File: src/rtl/amul_pkg.sv
package amul_pkg;

  function automatic int clu_len(int n, int k);
    return n - 1 - k;
  endfunction

  // rows 0..n/2-1: merged rows; rows n/2..n-1: leftover upper-row bits
  function automatic bit slot_used(int n, int r, int w);
    int k;
    int l;
    if (r < n / 2) begin
      k = r;
      return (w >= 2 * k) && (w <= 2 * k + n);
    end
    k = r - n / 2;
    l = clu_len(n, k);
    return (w > 2 * k + l) && (w <= 2 * k + n - 1);
  endfunction

  function automatic int col_height(int n, int w);
    int cnt;
    cnt = 0;
    for (int r = 0; r < n; r++) if (slot_used(n, r, w)) cnt++;
    return cnt;
  endfunction

  function automatic int max_height(int n);
    int m;
    m = 1;
    for (int w = 0; w < 2 * n; w++) if (col_height(n, w) > m) m = col_height(n, w);
    return m;
  endfunction

  // source row of the j-th occupied slot in column w, -1 if none
  function automatic int pack_src(int n, int j, int w);
    int cnt;
    cnt = 0;
    for (int r = 0; r < n; r++) begin
      if (slot_used(n, r, w)) begin
        if (cnt == j) return r;
        cnt++;
      end
    end
    return -1;
  endfunction

  function automatic int max_deficit(int n);
    int s;
    s = 0;
    for (int k = 0; k < n / 2; k++)
      for (int w = 2 * k + 1; w <= 2 * k + clu_len(n, k); w++) s += (1 << w);
    return s;
  endfunction

endpackage

File: src/rtl/amul_pp_gen.sv
module amul_pp_gen #(
  parameter int N = 8
) (
  input  logic [N-1:0]         a_i,
  input  logic [N-1:0]         b_i,
  output logic [N-1:0][N-1:0]  pp_o
);
  for (genvar i = 0; i < N; i++) begin : g_row
    for (genvar j = 0; j < N; j++) begin : g_bit
      assign pp_o[i][j] = a_i[j] & b_i[i];
    end
  end
endmodule

File: src/rtl/amul_or_cluster.sv
module amul_or_cluster #(
  parameter int N = 8,
  parameter int K = 0,
  localparam int W = 2 * N
) (
  input  logic [N-1:0] row_lo_i,
  input  logic [N-1:0] row_hi_i,
  output logic [W-1:0] merged_o,
  output logic [W-1:0] resid_o
);
  localparam int BASE = 2 * K;
  localparam int L    = amul_pkg::clu_len(N, K);

  for (genvar w = 0; w < W; w++) begin : g_col
    if (w == BASE) begin : g_lsb
      assign merged_o[w] = row_lo_i[0];
      assign resid_o[w]  = 1'b0;
    end else if (w > BASE && w <= BASE + L) begin : g_or
      assign merged_o[w] = row_lo_i[w-BASE] | row_hi_i[w-BASE-1];
      assign resid_o[w]  = 1'b0;
    end else if (w > BASE + L && w <= BASE + N - 1) begin : g_keep
      assign merged_o[w] = row_lo_i[w-BASE];
      assign resid_o[w]  = row_hi_i[w-BASE-1];
    end else if (w == BASE + N) begin : g_msb
      assign merged_o[w] = row_hi_i[N-1];
      assign resid_o[w]  = 1'b0;
    end else begin : g_none
      assign merged_o[w] = 1'b0;
      assign resid_o[w]  = 1'b0;
    end
  end
endmodule

File: src/rtl/amul_col_pack.sv
module amul_col_pack #(
  parameter int N = 8,
  localparam int W = 2 * N,
  localparam int OUT_ROWS = amul_pkg::max_height(N)
) (
  input  logic [N-1:0][W-1:0]        rows_i,
  output logic [OUT_ROWS-1:0][W-1:0] rows_o
);
  // static regroup: occupied slots of each column slide to the lowest rows
  for (genvar j = 0; j < OUT_ROWS; j++) begin : g_row
    for (genvar w = 0; w < W; w++) begin : g_col
      localparam int SRC = amul_pkg::pack_src(N, j, w);
      if (SRC >= 0) begin : g_map
        assign rows_o[j][w] = rows_i[SRC][w];
      end else begin : g_zero
        assign rows_o[j][w] = 1'b0;
      end
    end
  end
endmodule

File: src/rtl/amul_csa_sum.sv
module amul_csa_sum #(
  parameter int ROWS = 4,
  parameter int W    = 16
) (
  input  logic [ROWS-1:0][W-1:0] rows_i,
  output logic [W-1:0]           sum_o
);
  if (ROWS == 1) begin : g_one
    assign sum_o = rows_i[0];
  end else if (ROWS == 2) begin : g_two
    assign sum_o = rows_i[0] + rows_i[1];
  end else begin : g_chain
    logic [ROWS-1:1][W-1:0] s;
    logic [ROWS-1:1][W-1:0] c;
    assign s[1] = rows_i[0];
    assign c[1] = rows_i[1];
    for (genvar i = 2; i < ROWS; i++) begin : g_csa
      assign s[i] = s[i-1] ^ c[i-1] ^ rows_i[i];
      assign c[i] = ((s[i-1] & c[i-1]) | (s[i-1] & rows_i[i]) | (c[i-1] & rows_i[i])) << 1;
    end
    assign sum_o = s[ROWS-1] + c[ROWS-1];
  end
endmodule

File: src/rtl/amul_sdlc.sv
module amul_sdlc #(
  parameter int N       = 8,
  parameter bit REG_OUT = 1'b1,
  localparam int W = 2 * N
) (
  input  logic         clk_i,
  input  logic         rst_ni,
  input  logic         in_valid_i,
  input  logic [N-1:0] a_i,
  input  logic [N-1:0] b_i,
  output logic [W-1:0] product_o,
  output logic         out_valid_o
);
  localparam int PAIRS    = N / 2;
  localparam int OUT_ROWS = amul_pkg::max_height(N);

  logic [N-1:0][N-1:0]        pp;
  logic [N-1:0][W-1:0]        mat;
  logic [OUT_ROWS-1:0][W-1:0] packed_rows;
  logic [W-1:0]               sum;

  amul_pp_gen #(.N(N)) u_pp (
    .a_i  (a_i),
    .b_i  (b_i),
    .pp_o (pp)
  );

  for (genvar k = 0; k < PAIRS; k++) begin : g_clu
    amul_or_cluster #(.N(N), .K(k)) u_clu (
      .row_lo_i (pp[2*k]),
      .row_hi_i (pp[2*k+1]),
      .merged_o (mat[k]),
      .resid_o  (mat[PAIRS+k])
    );
  end

  amul_col_pack #(.N(N)) u_pack (
    .rows_i (mat),
    .rows_o (packed_rows)
  );

  amul_csa_sum #(.ROWS(OUT_ROWS), .W(W)) u_sum (
    .rows_i (packed_rows),
    .sum_o  (sum)
  );

  if (REG_OUT) begin : g_reg
    always_ff @(posedge clk_i or negedge rst_ni) begin
      if (!rst_ni) begin
        product_o   <= '0;
        out_valid_o <= 1'b0;
      end else begin
        out_valid_o <= in_valid_i;
        if (in_valid_i) product_o <= sum;
      end
    end
  end else begin : g_comb
    assign product_o   = sum;
    assign out_valid_o = in_valid_i;
  end
endmodule

File: config.mk
export PLATFORM = sky130hd
export DESIGN_NAME = amul_sdlc
export DESIGN_NICKNAME = d
export VERILOG_FILES = /design/src/rtl/amul_pkg.sv /design/src/rtl/amul_pp_gen.sv /design/src/rtl/amul_or_cluster.sv /design/src/rtl/amul_col_pack.sv /design/src/rtl/amul_csa_sum.sv /design/src/rtl/amul_sdlc.sv
export SDC_FILE = /design/constraint.sdc
export NUM_CORES = 1
export LEC_CHECK = 0
export ABC_AREA = 0
export BUFFER_PORTS_ARGS = -buffer_cell sky130_fd_sc_hd__buf_2
export CORE_MARGIN = 4
export CORE_UTILIZATION = 43
export DETAILED_ROUTE_END_ITERATION = 12
export PLACE_DENSITY = 0.65
export SYNTH_ARGS = -nofsm -noshare
export SYNTH_HDL_FRONTEND = slang
export SYNTH_SLANG_ARGS = --single-unit
File: constraint.sdc
create_clock -name clk_i -period 2.3 [get_ports clk_i]
set_clock_uncertainty 0.05 [all_clocks]
set_input_delay 0.46 -clock clk_i [delete_from_list [all_inputs] [get_ports clk_i]]
set_output_delay 0.46 -clock clk_i [all_outputs]
set_load 0.01 [all_outputs]
==> impl_metrics.py, run 1 <==
metrics = {
    "clocking": {
        "h-tree-depth": 1,
        "cts_tree": "built",
        "clk_pin_slew_ns": 0.07,
        "root_buffer": "clkbuf_8",
        "clock_sinks": 17,
        "clock_latency_ns": 0.25,
        "cts_made_buffers": 3,
        "clock_path_buffers": 2,
    },
    "timing": {
        "holdWs_ns": 0.0775,
        "finalCritPeriodShare_pct": 119,
        "hold_violations": 0,
        "max_freq_ghz": 0.365,
        "worst_slew_pin_slew_ns": 0.400,
        "slew_viol_final": 0,
        "fin_crit_ns": 2.74,
        "grt_setup_unrepaired": "true",
        "slew_headroom_pct": 73.3,
        "setup_ws_ns": -0.439,
        "setup_viol": 10,
    },
    "worst_setup_path": {
        "crit_type": "in -> reg",
        "arrival_ns": 2.82,
        "crit_fanout": 7,
        "cp.required_ns": 2.39,
        "setup.worst_path.start_class": "input pin",
        "worstSetupEndpointType": "flop",
    },
    "drt": {
        "ant_nets": 0,
        "drc": 0,
        "wirelength_um": 5010,
        "viasPerCell": 5.61,
        "route.detailed.wl_per_inst_um": 15.2,
        "vias": 1850,
        "drtIter0Drc": 68,
        "dr.pass1.iters": 4,
    },
    "synth": {
        "synth_cell_type_count": 44,
        "synthFlopType": "dfrtp_1",
        "netlist_area_um2": 1940,
        "synth_seq_cells": 17,
        "avgSynthCellArea_um2": 9.17,
        "postSynthCellCount": 212,
        "ys_top_cells_by_area": "dfrtp_1 (22%), fa_1 (16%), ha_1 (13%), a22oi_1 (6.9%), nand2_1 (3.9%)",
        "synth_top_area_share_pct": 21.9,
        "synth_edf_count": 0,
        "yosys_warnings": 0,
        "synth_seq_area_share_pct": 21.9,
        "yosysTopAreaCell": "dfrtp_1",
        "syn-num-nets": 267,
        "synthArstFlopShare_pct": 100,
    },
    "die": {
        "die_area_um2": 5660,
        "rows": 24,
        "die_w_um": 75.2,
        "initial_utilization_pct": 44.7,
        "pin_count": 36,
        "die_h_um": 75.2,
        "core_area_um2": 4350,
    },
    "power": {
        "vdd_drop_max_v": 0.000382,
        "total_leakage_power_nw": 1.35,
        "p_per_area_nw_per_um2": 781,
    },
    "final_layout": {
        "nets": 334,
        "antenna_cells": 0,
        "area_growth_pct": 52.4,
        "post_route_cells_drive_above_1_share_pct": 47.8,
        "fin_util_pct": 68.0,
    },
    "global_route": {
        "grt_max_degree": 18,
        "grt_antenna_before_repair": 0,
        "grt_overflow_total": 0,
        "grt_pass1_vias": 1902,
        "track_usage_pct": 18.7,
        "grt_pass1_wl_um": 8420,
    },
    "outcome": {
        "violations": "setup timing",
        "status": "finished, violations left",
    },
    "placement": {
        "place_ws_ns": -0.844,
        "gp_congestion": 0.828,
        "port_buffers": 35,
        "post-dp-hpwl_um": 3740,
    },
    "job": {
        "cap_violations": 0,
    },
    "hold_path": {
        "hold_class": "in -> async",
    },
}
## flip-flops by register name, summed over array words and instances, names as in the netlist
name         cells
product_o       16
out_valid_o      1
## cell usage after synthesis (3+ instances only)
master / count
ha_1: 20
nand2_1: 20
a22oi_1: 18
inv_1: 18
dfrtp_1: 17
fa_1: 16
clkbuf_1: 12
a21oi_1: 11
and2_1: 8
o21ai_0: 8
mux2_2: 6
nor2_1: 6
a22o_1: 5
nand3_1: 5
buf_2: 4
a211oi_1: 3
## worst max-delay path, stage by stage
cell and delay [ns]:
buf_12 0.11, a22oi_2 0.19, fa_1 0.44, inv_1 0.09, fa_1 0.46, ha_4 0.32, o211ai_1 0.13, o211ai_2 0.30
and3_4 0.25, o31ai_4 0.06
## cells in the final DEF (no fill, tap or decap), types with 2 or more instances in the layout
cell,synthesis,routed
o21ai_1,0,3
nand4_1,2,2
nand3_1,5,5
a21oi_1,11,5
nor2_1,6,6
inv_1,18,16
ha_4,0,9
buf_4,0,42
buf_2,4,21
o21ai_0,8,2
a22oi_2,0,14
buf_8,0,3
clkbuf_8,0,3
nand2_1,20,20
a22o_1,5,5
fa_1,16,15
o211ai_1,2,2
a21o_1,2,2
a22oi_1,18,4
buf_12,0,8
a211oi_2,2,2
o2bb2ai_1,2,2
mux2_4,0,3
ha_1,20,11
inv_2,0,2
buf_6,0,4
dfrtp_1,17,17
a21oi_2,0,5
a211oi_4,0,2
o21ai_2,0,3
mux2_2,6,3
and2_1,8,8
## logic make-up (layout without fill, tap and decap cells)
logic type	after synthesis	in the layout	synth area share (%)
xor gates and xnor gates	3	3	1.35
buffers and inverters	35	101	7.01
DFF	17	17	21.9
muxes	7	7	3.99
AOI/OAI and AO/OA	64	64	23.9
and+or+nand+nor	50	50	12.5
adders and majority gates	36	36	29.3
## per-layer routing
layer  up-vias  routed length [µm]  global-route usage (%)
li1        891                   -                       -
met1       915                2070                    23.2
met2        42                2740                    36.2
met3         2                 187                    2.54
met4         0                  12                   0.971
met5         -                   0                       0
## report_power, final
part | internal (mW) | total (mW) | switching [mW]
clock network | 0.123 | 0.224 | 0.101
logic | 0.865 | 1.63 | 0.766
registers | 0.405 | 0.460 | 0.0556
total | 1.39 | 2.32 | 0.923
## final timing paths
| check | slack, ns | cells past startpoint | startpoint | to |
|---|---|---|---|---|
| min | 0.08 | 1 | rst_ni | product_o[10] |
| max | -0.44 | 10 | a_i[4] | product_o[11] |
| min reg2reg | 0.44 | 1 | product_o[8] | product_o[8] |
| max reg2reg | 1.36 | 2 | product_o[13] | product_o[13] |
| max in group asynchronous | 1.84 | 1 | rst_ni | product_o[7] |
| min in group clk_i | 0.38 | 1 | in_valid_i | out_valid_o |
## metrics by stage
| stage | cells | TNS, ns | area (µm²) | power (mW) |
|---|---|---|---|---|
| 3_3_place_gp | 315 | -7.22 | 2530 | 1.75 |
| 4_1_cts | 326 | -3.76 | 2820 | 2.16 |
| 6_report | 330 | -3.57 | 2960 | 2.32 |
| 2_1_floorplan | 212 | -4.86 | 2250 | 1.36 |
| 5_1_grt | 330 | -4.58 | 2960 | 2.50 |
| 3_5_place_dp | 315 | -7.49 | 2530 | 1.77 |
## area by class of cell
class	instances	area, µm²
Multi-Input combinational cell	160	1690
Timing Repair Buffer	78	671
Clock buffer	4	45.0
Inverter	19	71.3
Fill cell	339	1390
Tap cell	52	65.1
Sequential cell	17	425
## what timing repair did
| action | CTS | global route |
|---|---|---|
| pin swaps | 34 | 23 |
| gates resized for setup | 50 | 22 |
| buffers inserted | 7 | 6 |
| hold buffers | 0 | 0 |
| gates cloned | 0 | 0 |
| setup endpoints to repair | 11 | 11 |
| hold endpoints to repair | 0 | 0 |
No activity file was read; power rests on OpenSTA's default activity.
==> run 2, diff against run 1 <==
Settings changed: PLACE_DENSITY 0.65 to 0.62, SYNTH_HIERARCHICAL set to 1.
==> impl_metrics.py, run 2 <==
metrics = {
    "outcome": {
        "status": "finished, violations left",
        "violations": "setup timing",
    },
    "synth": {
        "postSynthCellCount": 405,
        "yosys_warnings": 6,
        "netlist_area_um2": 3430,
        "avgSynthCellArea_um2": 8.46,
    },
    "drt": {
        "ant_nets": 0,
        "wirelength_um": 5850,
        "vias": 2263,
        "viasPerCell": 4.22,
        "route.detailed.wl_per_inst_um": 10.9,
        "drc": 0,
        "drtIter0Drc": 25,
        "dr.pass1.iters": 4,
    },
    "clocking": {
        "clock_latency_ns": 0.25,
        "clk_pin_slew_ns": 0.06,
        "clock_sinks": 17,
        "cts_tree": "built",
        "holdBufCountCts": 0,
        "clock_path_buffers": 2,
        "cts_made_buffers": 3,
        "h-tree-depth": 1,
        "root_buffer": "clkbuf_8",
    },
    "worst_setup_path": {
        "crit_fanout": 3,
        "worstSetupEndpointType": "flop",
        "crit_chain": "buf_8 > and2_1 > or2_1 > inv_2 > fa_1 > fa_1 > inv_2 > ha_4 > a21oi_4 > nand2_2 > buf_6 > o21a_4 > or4_1 > nand3_1 > mux2_4",
        "crit_slowest_cell": "fa_1",
        "arrival_ns": 3.46,
        "critPathMaxStageDelay_ns": 0.53,
        "crit_type": "in -> reg",
        "cp.required_ns": 2.44,
        "setup.worst_path.start_class": "input pin",
    },
    "timing": {
        "setup_viol": 15,
        "hold_violations": 0,
        "fin_setup_tns_ns": -10.76,
        "grt_setup_unrepaired": "true",
        "slew_viol_final": 0,
        "max_freq_ghz": 0.302,
        "fin_crit_ns": 3.31,
        "setup_ws_ns": -1.01,
        "finalCritPeriodShare_pct": 144,
    },
    "placement": {
        "gp_congestion": 0.846,
        "post-dp-hpwl_um": 4970,
        "port_buffers": 35,
    },
    "die": {
        "die_h_um": 97.3,
        "initial_utilization_pct": 44.3,
        "rows": 32,
        "die_w_um": 97.3,
        "core_area_um2": 7730,
        "die_area_um2": 9460,
        "pin_count": 36,
    },
    "power": {
        "seq_power_share_pct": 15.1,
        "vdd_drop_max_v": 0.000309,
        "internal-power_mw": 2.07,
        "p_clk_share_pct": 6.3,
        "p_per_area_nw_per_um2": 855,
        "total_leakage_power_nw": 1.97,
        "finalPower_mw": 3.44,
        "switching_power_mw": 1.37,
        "swShare_pct": 39.7,
        "power_frac_comb_pct": 78.6,
    },
    "final_layout": {
        "post_route_cells_drive_above_1_share_pct": 38.2,
        "multi_input_area_um2": 2420,
        "area_growth_pct": 17.5,
        "seq_area_um2": 425,
        "fin_util_pct": 52.1,
        "nFillCells": 723,
        "final_cell_mix": "inv_1 (65), and2_1 (60), buf_4 (45), fa_1 (29), buf_2 (25)",
        "largestRegisters": "product_o (16), out_valid_o (1)",
        "antenna_cells": 0,
        "largest-register": "product_o",
        "nets": 499,
        "largest_reg_flops": 16,
        "final_common_cell": "inv_1",
    },
    "global_route": {
        "track_usage_pct": 13.0,
        "grt_antenna_before_repair": 0,
        "grt_pass1_wl_um": 10500,
        "grt_pass1_vias": 2302,
        "grt_max_degree": 18,
        "grt_overflow_total": 0,
    },
    "hold_path": {
        "hold_class": "in -> async",
    },
    "job": {
        "cap_violations": 0,
    },
}
[run 2: power by group through the flow]
| stage | sequential, mW | clock (mW) | combinational [mW] |
|---|---|---|---|
| CTS | 0.524 | 0.225 | 2.56 |
| detailed placement | 0.528 | 0 | 2.18 |
| finish | 0.519 | 0.218 | 2.70 |
| floorplan | 0.586 | 0 | 1.52 |
| global placement | 0.521 | 0 | 2.14 |
| global route | 0.547 | 0.238 | 2.96 |
[run 2: critical path: cells and delay by family]
| family | cells | cell delay (ns) |
|---|---|---|
| adder cells (fa/ha/maj) | 3 | 1.19 |
| AND/OR/NAND/NOR | 5 | 0.96 |
| buffers and inverters | 4 | 0.33 |
| AO/OA/AOI/OAI | 2 | 0.38 |
| multiplexers | 1 | 0.13 |
[run 2: what timing repair did]
item	CTS	global route
cloned	0	0
setup buffers	9	5
endpoints found under the setup margin	14	15
resized for setup	69	22
pin swaps	34	26
[run 2: final cells by class]
| type | instances | share of cell area [%] |
|---|---|---|
| inverter | 81 | 7.55 |
| sequential | 17 | 10.6 |
| timing repair buffer | 90 | 17.4 |
| clock buffer | 4 | 1.12 |
| multi-input combinational | 242 | 60.2 |
| tap | 102 | 3.17 |
[run 2: final timing paths]
path | from | endpoint | slack, ns | depth (start not counted)
setup / recovery | a_i[2] | product_o[8] | -1.01 | 15
max in group asynchronous | rst_ni | product_o[8] | 1.89 | 1
min in group clk_i | product_o[14] | product_o[14] | 0.46 | 1
hold reg to reg | product_o[14] | product_o[14] | 0.46 | 1
setup reg to reg | product_o[2] | product_o[2] | 1.48 | 1
hold / removal | rst_ni | product_o[0] | 0.06 | 1
[run 2: per-stage QoR]
stage               setup slack, ns  cells  hold slack (ns)  instance area [µm²]
floorplan                     -1.14    426            0.114                 3610
detailed placement            -1.36    525            0.342                 3600
finish                        -1.01    536           0.0592                 4030
CTS                          -0.993    538           0.0685                 3960
global route                  -1.11    536           0.0913                 4030
global placement              -1.33    525            0.340                 3600
[run 2: routing by layer]
metal  part of all wire [%]  wire, µm  GRT usage (%)
met2                     46      2670           21.3
met1                     50      2920           18.7
met3                    3.6       208          0.933
met5                      0         0              0
met4                    1.0        59           3.19
